===== src/rtl/storer_pkg.sv =====
package storer_pkg;

  typedef enum logic {
    ST_PICK  = 1'b0,
    ST_DRAIN = 1'b1
  } drain_state_t;

  function automatic int idx_bits(input int n);
    return (n > 1) ? $clog2(n) : 1;
  endfunction

endpackage


===== src/rtl/storer_fifo.sv =====
// Per-port result FIFO with first-word-fall-through head.
module storer_fifo #(
  parameter int DW    = 32,
  parameter int DEPTH = 8
) (
  input  logic          clk,
  input  logic          rst,
  input  logic [DW-1:0] in_data,
  input  logic          in_valid,
  output logic          in_ready,
  output logic          in_ack,
  input  logic          out_pop,
  output logic [DW-1:0] out_head,
  output logic          out_nonempty
);
  localparam int PW   = (DEPTH > 1) ? $clog2(DEPTH) : 1;
  localparam int CNTW = $clog2(DEPTH + 1);

  logic [DW-1:0]   store [DEPTH];
  logic [PW-1:0]   wr_ptr, rd_ptr;
  logic [CNTW-1:0] count;
  logic            push;

  assign in_ready     = (count != CNTW'(DEPTH));
  assign push         = in_valid && in_ready;
  assign out_nonempty = (count != '0);
  assign out_head     = store[rd_ptr];

  // storage array without reset so it maps onto RAM
  always_ff @(posedge clk) begin
    if (push) store[wr_ptr] <= in_data;
  end

  always_ff @(posedge clk) begin
    if (rst) begin
      wr_ptr <= '0;
      rd_ptr <= '0;
      count  <= '0;
      in_ack <= 1'b0;
    end else begin
      in_ack <= push;
      if (push)
        wr_ptr <= (wr_ptr == PW'(DEPTH - 1)) ? '0 : wr_ptr + PW'(1);
      if (out_pop)
        rd_ptr <= (rd_ptr == PW'(DEPTH - 1)) ? '0 : rd_ptr + PW'(1);
      case ({push, out_pop})
        2'b10:   count <= count + CNTW'(1);
        2'b01:   count <= count - CNTW'(1);
        default: count <= count;
      endcase
    end
  end

  // occupancy never exceeds the configured depth
  a_r3_count_bound: assert property (@(posedge clk) disable iff (rst)
    count <= CNTW'(DEPTH));

  // controller only pops a FIFO that holds data
  a_r10_pop_nonempty: assert property (@(posedge clk) disable iff (rst)
    out_pop |-> count != '0);

endmodule


===== src/rtl/storer_rr.sv =====
// Round-robin pick: first requesting index at or after ptr, wrapping.
module storer_rr #(
  parameter int NP = 4,
  parameter int IW = 2
) (
  input  logic [NP-1:0] req,
  input  logic [IW-1:0] ptr,
  output logic          any,
  output logic [IW-1:0] idx
);
  always_comb begin
    any = 1'b0;
    idx = '0;
    // walk from farthest offset down so the nearest request wins
    for (int i = NP - 1; i >= 0; i--) begin
      if (req[(int'(ptr) + i) % NP]) begin
        any = 1'b1;
        idx = IW'((int'(ptr) + i) % NP);
      end
    end
  end
endmodule


===== src/rtl/storer_ctrl.sv =====
// Drain controller: selection, per-port counters, address, finish.
module storer_ctrl
  import storer_pkg::*;
#(
  parameter int NP = 4,
  parameter int DW = 32,
  parameter int AW = 10,
  parameter int CW = 10
) (
  input  logic             clk,
  input  logic             rst,
  input  logic             clr,
  input  logic [NP-1:0]    nonempty,
  input  logic [NP*DW-1:0] head,
  input  logic [NP*AW-1:0] base,
  input  logic [NP*CW-1:0] total,
  output logic [NP-1:0]    pop,
  output logic             we,
  output logic [AW-1:0]    addr,
  output logic [DW-1:0]    wdata,
  output logic             finish
);
  localparam int IW = idx_bits(NP);

  drain_state_t  state;
  logic [IW-1:0] sel, rr_ptr, g_idx;
  logic          g_any;
  logic [CW-1:0] cnt [NP];
  logic [NP-1:0] done, elig;
  logic          all_done, fin_sent, serve;
  logic [DW-1:0] head_sel;
  logic [AW-1:0] base_sel;
  logic [CW-1:0] cnt_sel;

  always_comb begin
    for (int p = 0; p < NP; p++)
      done[p] = (cnt[p] >= total[p*CW +: CW]);
  end

  assign elig     = nonempty & ~done;
  assign all_done = &done;
  assign head_sel = head[sel*DW +: DW];
  assign base_sel = base[sel*AW +: AW];
  assign cnt_sel  = cnt[sel];
  assign serve    = (state == ST_DRAIN) && !clr && elig[sel];

  always_comb begin
    for (int p = 0; p < NP; p++)
      pop[p] = serve && (sel == IW'(p));
  end

  storer_rr #(.NP(NP), .IW(IW)) u_rr (
    .req (elig),
    .ptr (rr_ptr),
    .any (g_any),
    .idx (g_idx)
  );

  always_ff @(posedge clk) begin
    if (rst) begin
      state    <= ST_PICK;
      sel      <= '0;
      rr_ptr   <= '0;
      we       <= 1'b0;
      addr     <= '0;
      wdata    <= '0;
      finish   <= 1'b0;
      fin_sent <= 1'b0;
      for (int p = 0; p < NP; p++) cnt[p] <= '0;
    end else if (clr) begin
      state    <= ST_PICK;
      we       <= 1'b0;
      finish   <= 1'b0;
      fin_sent <= 1'b0;
      for (int p = 0; p < NP; p++) cnt[p] <= '0;
    end else begin
      we       <= 1'b0;
      finish   <= all_done && !fin_sent;
      fin_sent <= fin_sent || all_done;
      case (state)
        ST_PICK: begin
          if (g_any) begin
            sel    <= g_idx;
            rr_ptr <= (g_idx == IW'(NP - 1)) ? '0 : g_idx + IW'(1);
            state  <= ST_DRAIN;
          end
        end
        default: begin
          if (elig[sel]) begin
            we       <= 1'b1;
            addr     <= base_sel + AW'(cnt_sel);
            wdata    <= head_sel;
            cnt[sel] <= cnt_sel + CW'(1);
          end else begin
            state <= ST_PICK;
          end
        end
      endcase
    end
  end

  // a selected port with pending work stays selected
  a_r5_hold_port: assert property (@(posedge clk) disable iff (rst)
    (state == ST_DRAIN && elig[sel] && !clr) |=> (state == ST_DRAIN && sel == $past(sel)));

  // finish lasts a single cycle
  a_r7_finish_pulse: assert property (@(posedge clk) disable iff (rst)
    finish |=> !finish);

  // no write is in flight while finish is raised
  a_r7_finish_quiet: assert property (@(posedge clk) disable iff (rst)
    finish |-> !we);

  // a clear cancels any write in the following cycle
  a_r8_clear_quiet: assert property (@(posedge clk) disable iff (rst)
    clr |=> !we);

  // at most one FIFO is popped per cycle
  a_r10_single_pop: assert property (@(posedge clk) disable iff (rst)
    $onehot0(pop));

endmodule


===== src/rtl/result_storer.sv =====
// Multi-port result drain: per-port FIFOs into one memory write port.
module result_storer #(
  parameter int NPORTS     = 4,
  parameter int DW         = 32,
  parameter int AW         = 10,
  parameter int CW         = 10,
  parameter int FIFO_DEPTH = 8
) (
  input  logic                 clk,
  input  logic                 rst,
  input  logic                 clr,
  input  logic [NPORTS*AW-1:0] cfg_base,
  input  logic [NPORTS*CW-1:0] cfg_total,
  input  logic [NPORTS*DW-1:0] res_data,
  input  logic [NPORTS-1:0]    res_valid,
  output logic [NPORTS-1:0]    res_ready,
  output logic [NPORTS-1:0]    res_ack,
  output logic                 mem_we,
  output logic [AW-1:0]        mem_addr,
  output logic [DW-1:0]        mem_wdata,
  output logic                 finish
);
  logic [NPORTS-1:0]    pop, nonempty;
  logic [NPORTS*DW-1:0] heads;

  for (genvar p = 0; p < NPORTS; p++) begin : g_port
    storer_fifo #(.DW(DW), .DEPTH(FIFO_DEPTH)) u_fifo (
      .clk          (clk),
      .rst          (rst),
      .in_data      (res_data[p*DW +: DW]),
      .in_valid     (res_valid[p]),
      .in_ready     (res_ready[p]),
      .in_ack       (res_ack[p]),
      .out_pop      (pop[p]),
      .out_head     (heads[p*DW +: DW]),
      .out_nonempty (nonempty[p])
    );

    // an acknowledge always follows an accepted token
    a_r2_ack_after_accept: assert property (@(posedge clk) disable iff (rst)
      (res_valid[p] && res_ready[p]) |=> res_ack[p]);
  end

  storer_ctrl #(.NP(NPORTS), .DW(DW), .AW(AW), .CW(CW)) u_ctrl (
    .clk      (clk),
    .rst      (rst),
    .clr      (clr),
    .nonempty (nonempty),
    .head     (heads),
    .base     (cfg_base),
    .total    (cfg_total),
    .pop      (pop),
    .we       (mem_we),
    .addr     (mem_addr),
    .wdata    (mem_wdata),
    .finish   (finish)
  );

endmodule


===== config.mk =====
export PLATFORM = sky130hd
export DESIGN_NAME = result_storer
export DESIGN_NICKNAME = d
export VERILOG_FILES = /design/src/rtl/storer_pkg.sv /design/src/rtl/storer_fifo.sv /design/src/rtl/storer_rr.sv /design/src/rtl/storer_ctrl.sv /design/src/rtl/result_storer.sv
export SDC_FILE = /design/constraint.sdc
export NUM_CORES = 1
export LEC_CHECK = 0
export BUFFER_PORTS_ARGS = -buffer_cell sky130_fd_sc_hd__buf_2
export CELL_PAD_IN_SITES_DETAIL_PLACEMENT = 2
export CELL_PAD_IN_SITES_GLOBAL_PLACEMENT = 2
export CORE_UTILIZATION = 30
export DETAILED_ROUTE_END_ITERATION = 16
export PLACE_DENSITY_LB_ADDON = 0.3
export SLEW_MARGIN = 20
export SYNTH_ARGS = -nofsm -noshare
export SYNTH_HDL_FRONTEND = slang
export SYNTH_SLANG_ARGS = --single-unit

===== constraint.sdc =====
create_clock -name clk -period 11.15 [get_ports clk]
set_input_delay 1.115 -clock clk [delete_from_list [all_inputs] [get_ports clk]]
set_output_delay 1.115 -clock clk [all_outputs]
set_load 0.1 [all_outputs]

==> impl_metrics.env <==
export IMPL_async_flop_share=0
export IMPL_synth_ff_type="edfxtp_1"
export IMPL_netlist_instances=2460
export IMPL_clock_root_buffer="clkbuf_16"
export IMPL_drtIter0Drc=1780
export IMPL_ir_drop_mv=0.135
export IMPL_max_slew_margin=0.254
export IMPL_ys_types=58
export IMPL_cp_arrival_ps=4630
export IMPL_fp_dieH_um=398
export IMPL_start_util=0.302
export IMPL_portBuffers=266
export IMPL_tightest_slew_ps=1110
export IMPL_ios=267
export IMPL_std_cell_rows=145
export IMPL_antenna_left=0
export IMPL_endpoint_kind="register"
export IMPL_crit_fanout=42
export IMPL_hold_violations=0
export IMPL_vias_per_cell=5.03
export IMPL_drc_errors=0
export IMPL_r2r_start="u_ctrl.cnt[1][7]$_SDFFCE_PN0P_"
export IMPL_drv_slew=0
export IMPL_final_cell_mix="edfxtp_1 (1064), mux4_2 (276), buf_2 (265)"
export IMPL_grt_pass1_vias=27000
export IMPL_fin_nets=3065
export IMPL_cellLeakagePower_nw=18.0
export IMPL_die_w_um=398
export IMPL_worstPathRequired_ps=11830
export IMPL_hold_slack_ps=453
export IMPL_vias=24900
export IMPL_grt_max_degree=85
export IMPL_grtUsageTotal=0.175
export IMPL_r2r_cells=8
export IMPL_core_region_area_sq_um=156000
export IMPL_cts_buffers=130
export IMPL_synth_edf_count=1064
export IMPL_cellPowerDensity_nw_per_um2=177
export IMPL_crit_path_start_kind="input port"
export IMPL_grt_pass1_wl_mm=197
export IMPL_tns_ps=0
export IMPL_pwr_share_clk=0.424
export IMPL_endpoint="u_ctrl.wdata[26]$_SDFFE_PP0P_"
export IMPL_final_setup_viol_count=0
export IMPL_finalCriticalPeriod_ps=3950
export IMPL_cts_sinks=1172
export IMPL_critPathLaunch="cfg_total[12]"
export IMPL_die_area_sq_um=159000
export IMPL_syn_area_per_cell_sq_um=19.1
export IMPL_r2r_slack_ps=7220
export IMPL_path_cells="buf_2 -> inv_1 -> ha_1 -> a21o_1 -> a31oi_1 -> o21ai_1 -> a211oi_4 -> a21o_2 -> o21ai_4 -> buf_4 -> mux2i_1"
export IMPL_gp_congestion=0.749
export IMPL_dr_pass1_iters=7
export IMPL_min_path_type="reg2reg"
export IMPL_post_cts_buffers=0
export IMPL_synth_seq_area_share=0.724
export IMPL_total_power_mw=9.75
export IMPL_max_stage_delay_ps=880
export IMPL_critPathKind="in2reg"
export IMPL_grt_ovfl_total=0
export IMPL_rsz0062_at_grt="no"
export IMPL_routedWlPerCell_um=28.0
export IMPL_r2r_end="u_ctrl.wdata[26]$_SDFFE_PP0P_"
export IMPL_clkTransAtPathRegs_ps=60
export IMPL_min_period_over_period=0.354
export IMPL_skew_ps=27.7
export IMPL_antenna_found_initial=63
export IMPL_cts_max_level=4
export IMPL_p_int_mw=7.44
export IMPL_synth_net_count=2754
export IMPL_syn_area_sq_um=47100
export IMPL_hpwlAfterDp_mm=89.2
export IMPL_timing_fmax_mhz=253
export IMPL_p_sw_mw=2.31
export IMPL_max_cap_violations=0
export IMPL_post_cts_resized=0
export IMPL_clockBufferDepth=3
export IMPL_drt_wl_total_mm=139
export IMPL_outcome="finished clean"
export IMPL_area_delta_synth_final_pct=17.0
export IMPL_holdBufCountCts=0
export IMPL_drive_gt1_frac=0.289
export IMPL_sw_frac_of_total=0.237
export IMPL_hold_path_cell_count=2
export IMPL_clock_latency_ps=780
export IMPL_final_common_cell="edfxtp_1"
export IMPL_seq_power_share=0.508
export IMPL_synth_seq_cells=1172
export IMPL_cp_slowest_cell="o21ai_4"
export IMPL_yosys_warnings=0
export IMPL_cts_tree="done"
export IMPL_combPwrFrac=0.068
export IMPL_final_util=0.353
[power by group through the flow]
stage	clock (mW)	combinational, mW	sequential (mW)
after floorplan	0	0.351	5.05
after global placement	0	0.644	5.04
after detailed placement	0	0.671	5.05
after CTS	4.25	0.676	4.95
after global routing	4.39	0.711	4.96
final	4.14	0.659	4.95
[cells by family (layout without fill, tap and decap cells)]
logic type               Yosys count  after routing  share of synthesized area
flip-flops                      1172           1172                      0.724
multiplexers                     457            457                      0.170
AND/OR/NAND/NOR                  306            306                     0.0318
AO/OA/AOI/OAI                    223            223                     0.0287
buffers and inverters            193            611                     0.0181
adder cells (fa/ha/maj)           79             79                     0.0211
XOR/XNOR                          30             30                    0.00558
other                              0             11                          0
[routing by layer]
layer / GRT usage / part of all wire / vias to the layer above
met5: 0 / 0.0018 / -
met4: 0.0496 / 0.026 / 38
met3: 0.0415 / 0.060 / 244
met2: 0.299 / 0.50 / 680
met1: 0.220 / 0.41 / 13300
li1: - / - / 10600
[worst max-delay path, delay by kind of cell]
family / cells / cell delay, ps
AO/OA/AOI/OAI: 6 / 1950
adder cells (fa/ha/maj): 1 / 290
buffers and inverters: 3 / 910
multiplexers: 1 / 290
[state kept, by name, indices dropped and copies added (netlist names), named ones only]
| name | count |
|---|---|
| u_ctrl.we | 1 |
| g_port.u_fifo.rd_ptr | 12 |
| u_ctrl.sel | 2 |
| u_ctrl.cnt | 40 |
| u_ctrl.fin_sent | 1 |
| g_port.u_fifo.store | 1024 |
| u_ctrl.finish | 1 |
| g_port.u_fifo.count | 16 |
| u_ctrl.rr_ptr | 2 |
| u_ctrl.addr | 10 |
| u_ctrl.state | 1 |
| g_port.u_fifo.in_ack | 4 |
| u_ctrl.wdata | 32 |
| g_port.u_fifo.wr_ptr | 12 |
[worst min path at each step]
stage | from | to | slack [ps]
3_3_place_gp | u_ctrl.fin_sent$_SDFF_PP0_ | u_ctrl.fin_sent$_SDFF_PP0_ | 440
3_5_place_dp | u_ctrl.fin_sent$_SDFF_PP0_ | u_ctrl.fin_sent$_SDFF_PP0_ | 450
2_1_floorplan | u_ctrl.fin_sent$_SDFF_PP0_ | u_ctrl.finish$_SDFF_PP0_ | 390
6_report | u_ctrl.fin_sent$_SDFF_PP0_ | u_ctrl.fin_sent$_SDFF_PP0_ | 450
5_1_grt | u_ctrl.fin_sent$_SDFF_PP0_ | u_ctrl.fin_sent$_SDFF_PP0_ | 480
4_1_cts | u_ctrl.fin_sent$_SDFF_PP0_ | u_ctrl.fin_sent$_SDFF_PP0_ | 460
[area by class of cell]
type                            count  area [sq um]
Antenna cell                       11          27.5
Clock buffer                      168          3530
Clock inverter                     71           572
Fill cell                       15300        101000
Inverter                           54           203
Multi-Input combinational cell   1095         12300
Sequential cell                  1172         34100
Tap cell                         2058          2570
Timing Repair Buffer              318          1730
[synthesized netlist by cell type (47+ instances only)]
cell type / count / share of area
a21oi_1: 57 / 0.0061
clkbuf_1: 68 / 0.0054
dfxtp_1: 108 / 0.046
edfxtp_1: 1064 / 0.68
ha_1: 78 / 0.021
inv_1: 54 / 0.0043
mux2i_1: 181 / 0.038
mux4_2: 276 / 0.13
nand2_1: 92 / 0.0073
nor2_1: 63 / 0.0050
nor4_1: 47 / 0.0062
o21ai_0: 52 / 0.0055
o22ai_1: 64 / 0.0085
[through the flow]
| step | area (sq um) | std cells | setup WS [ps] |
|---|---|---|---|
| 5_1_grt | 55100 | 4937 | 6970 |
| 3_5_place_dp | 51000 | 4697 | 6360 |
| 6_report | 55100 | 4947 | 7200 |
| 4_1_cts | 55100 | 4936 | 7110 |
| 3_3_place_gp | 51000 | 4697 | 6550 |
| 2_1_floorplan | 47100 | 2460 | 6190 |
No activity file was read; power rests on OpenSTA's default activity.
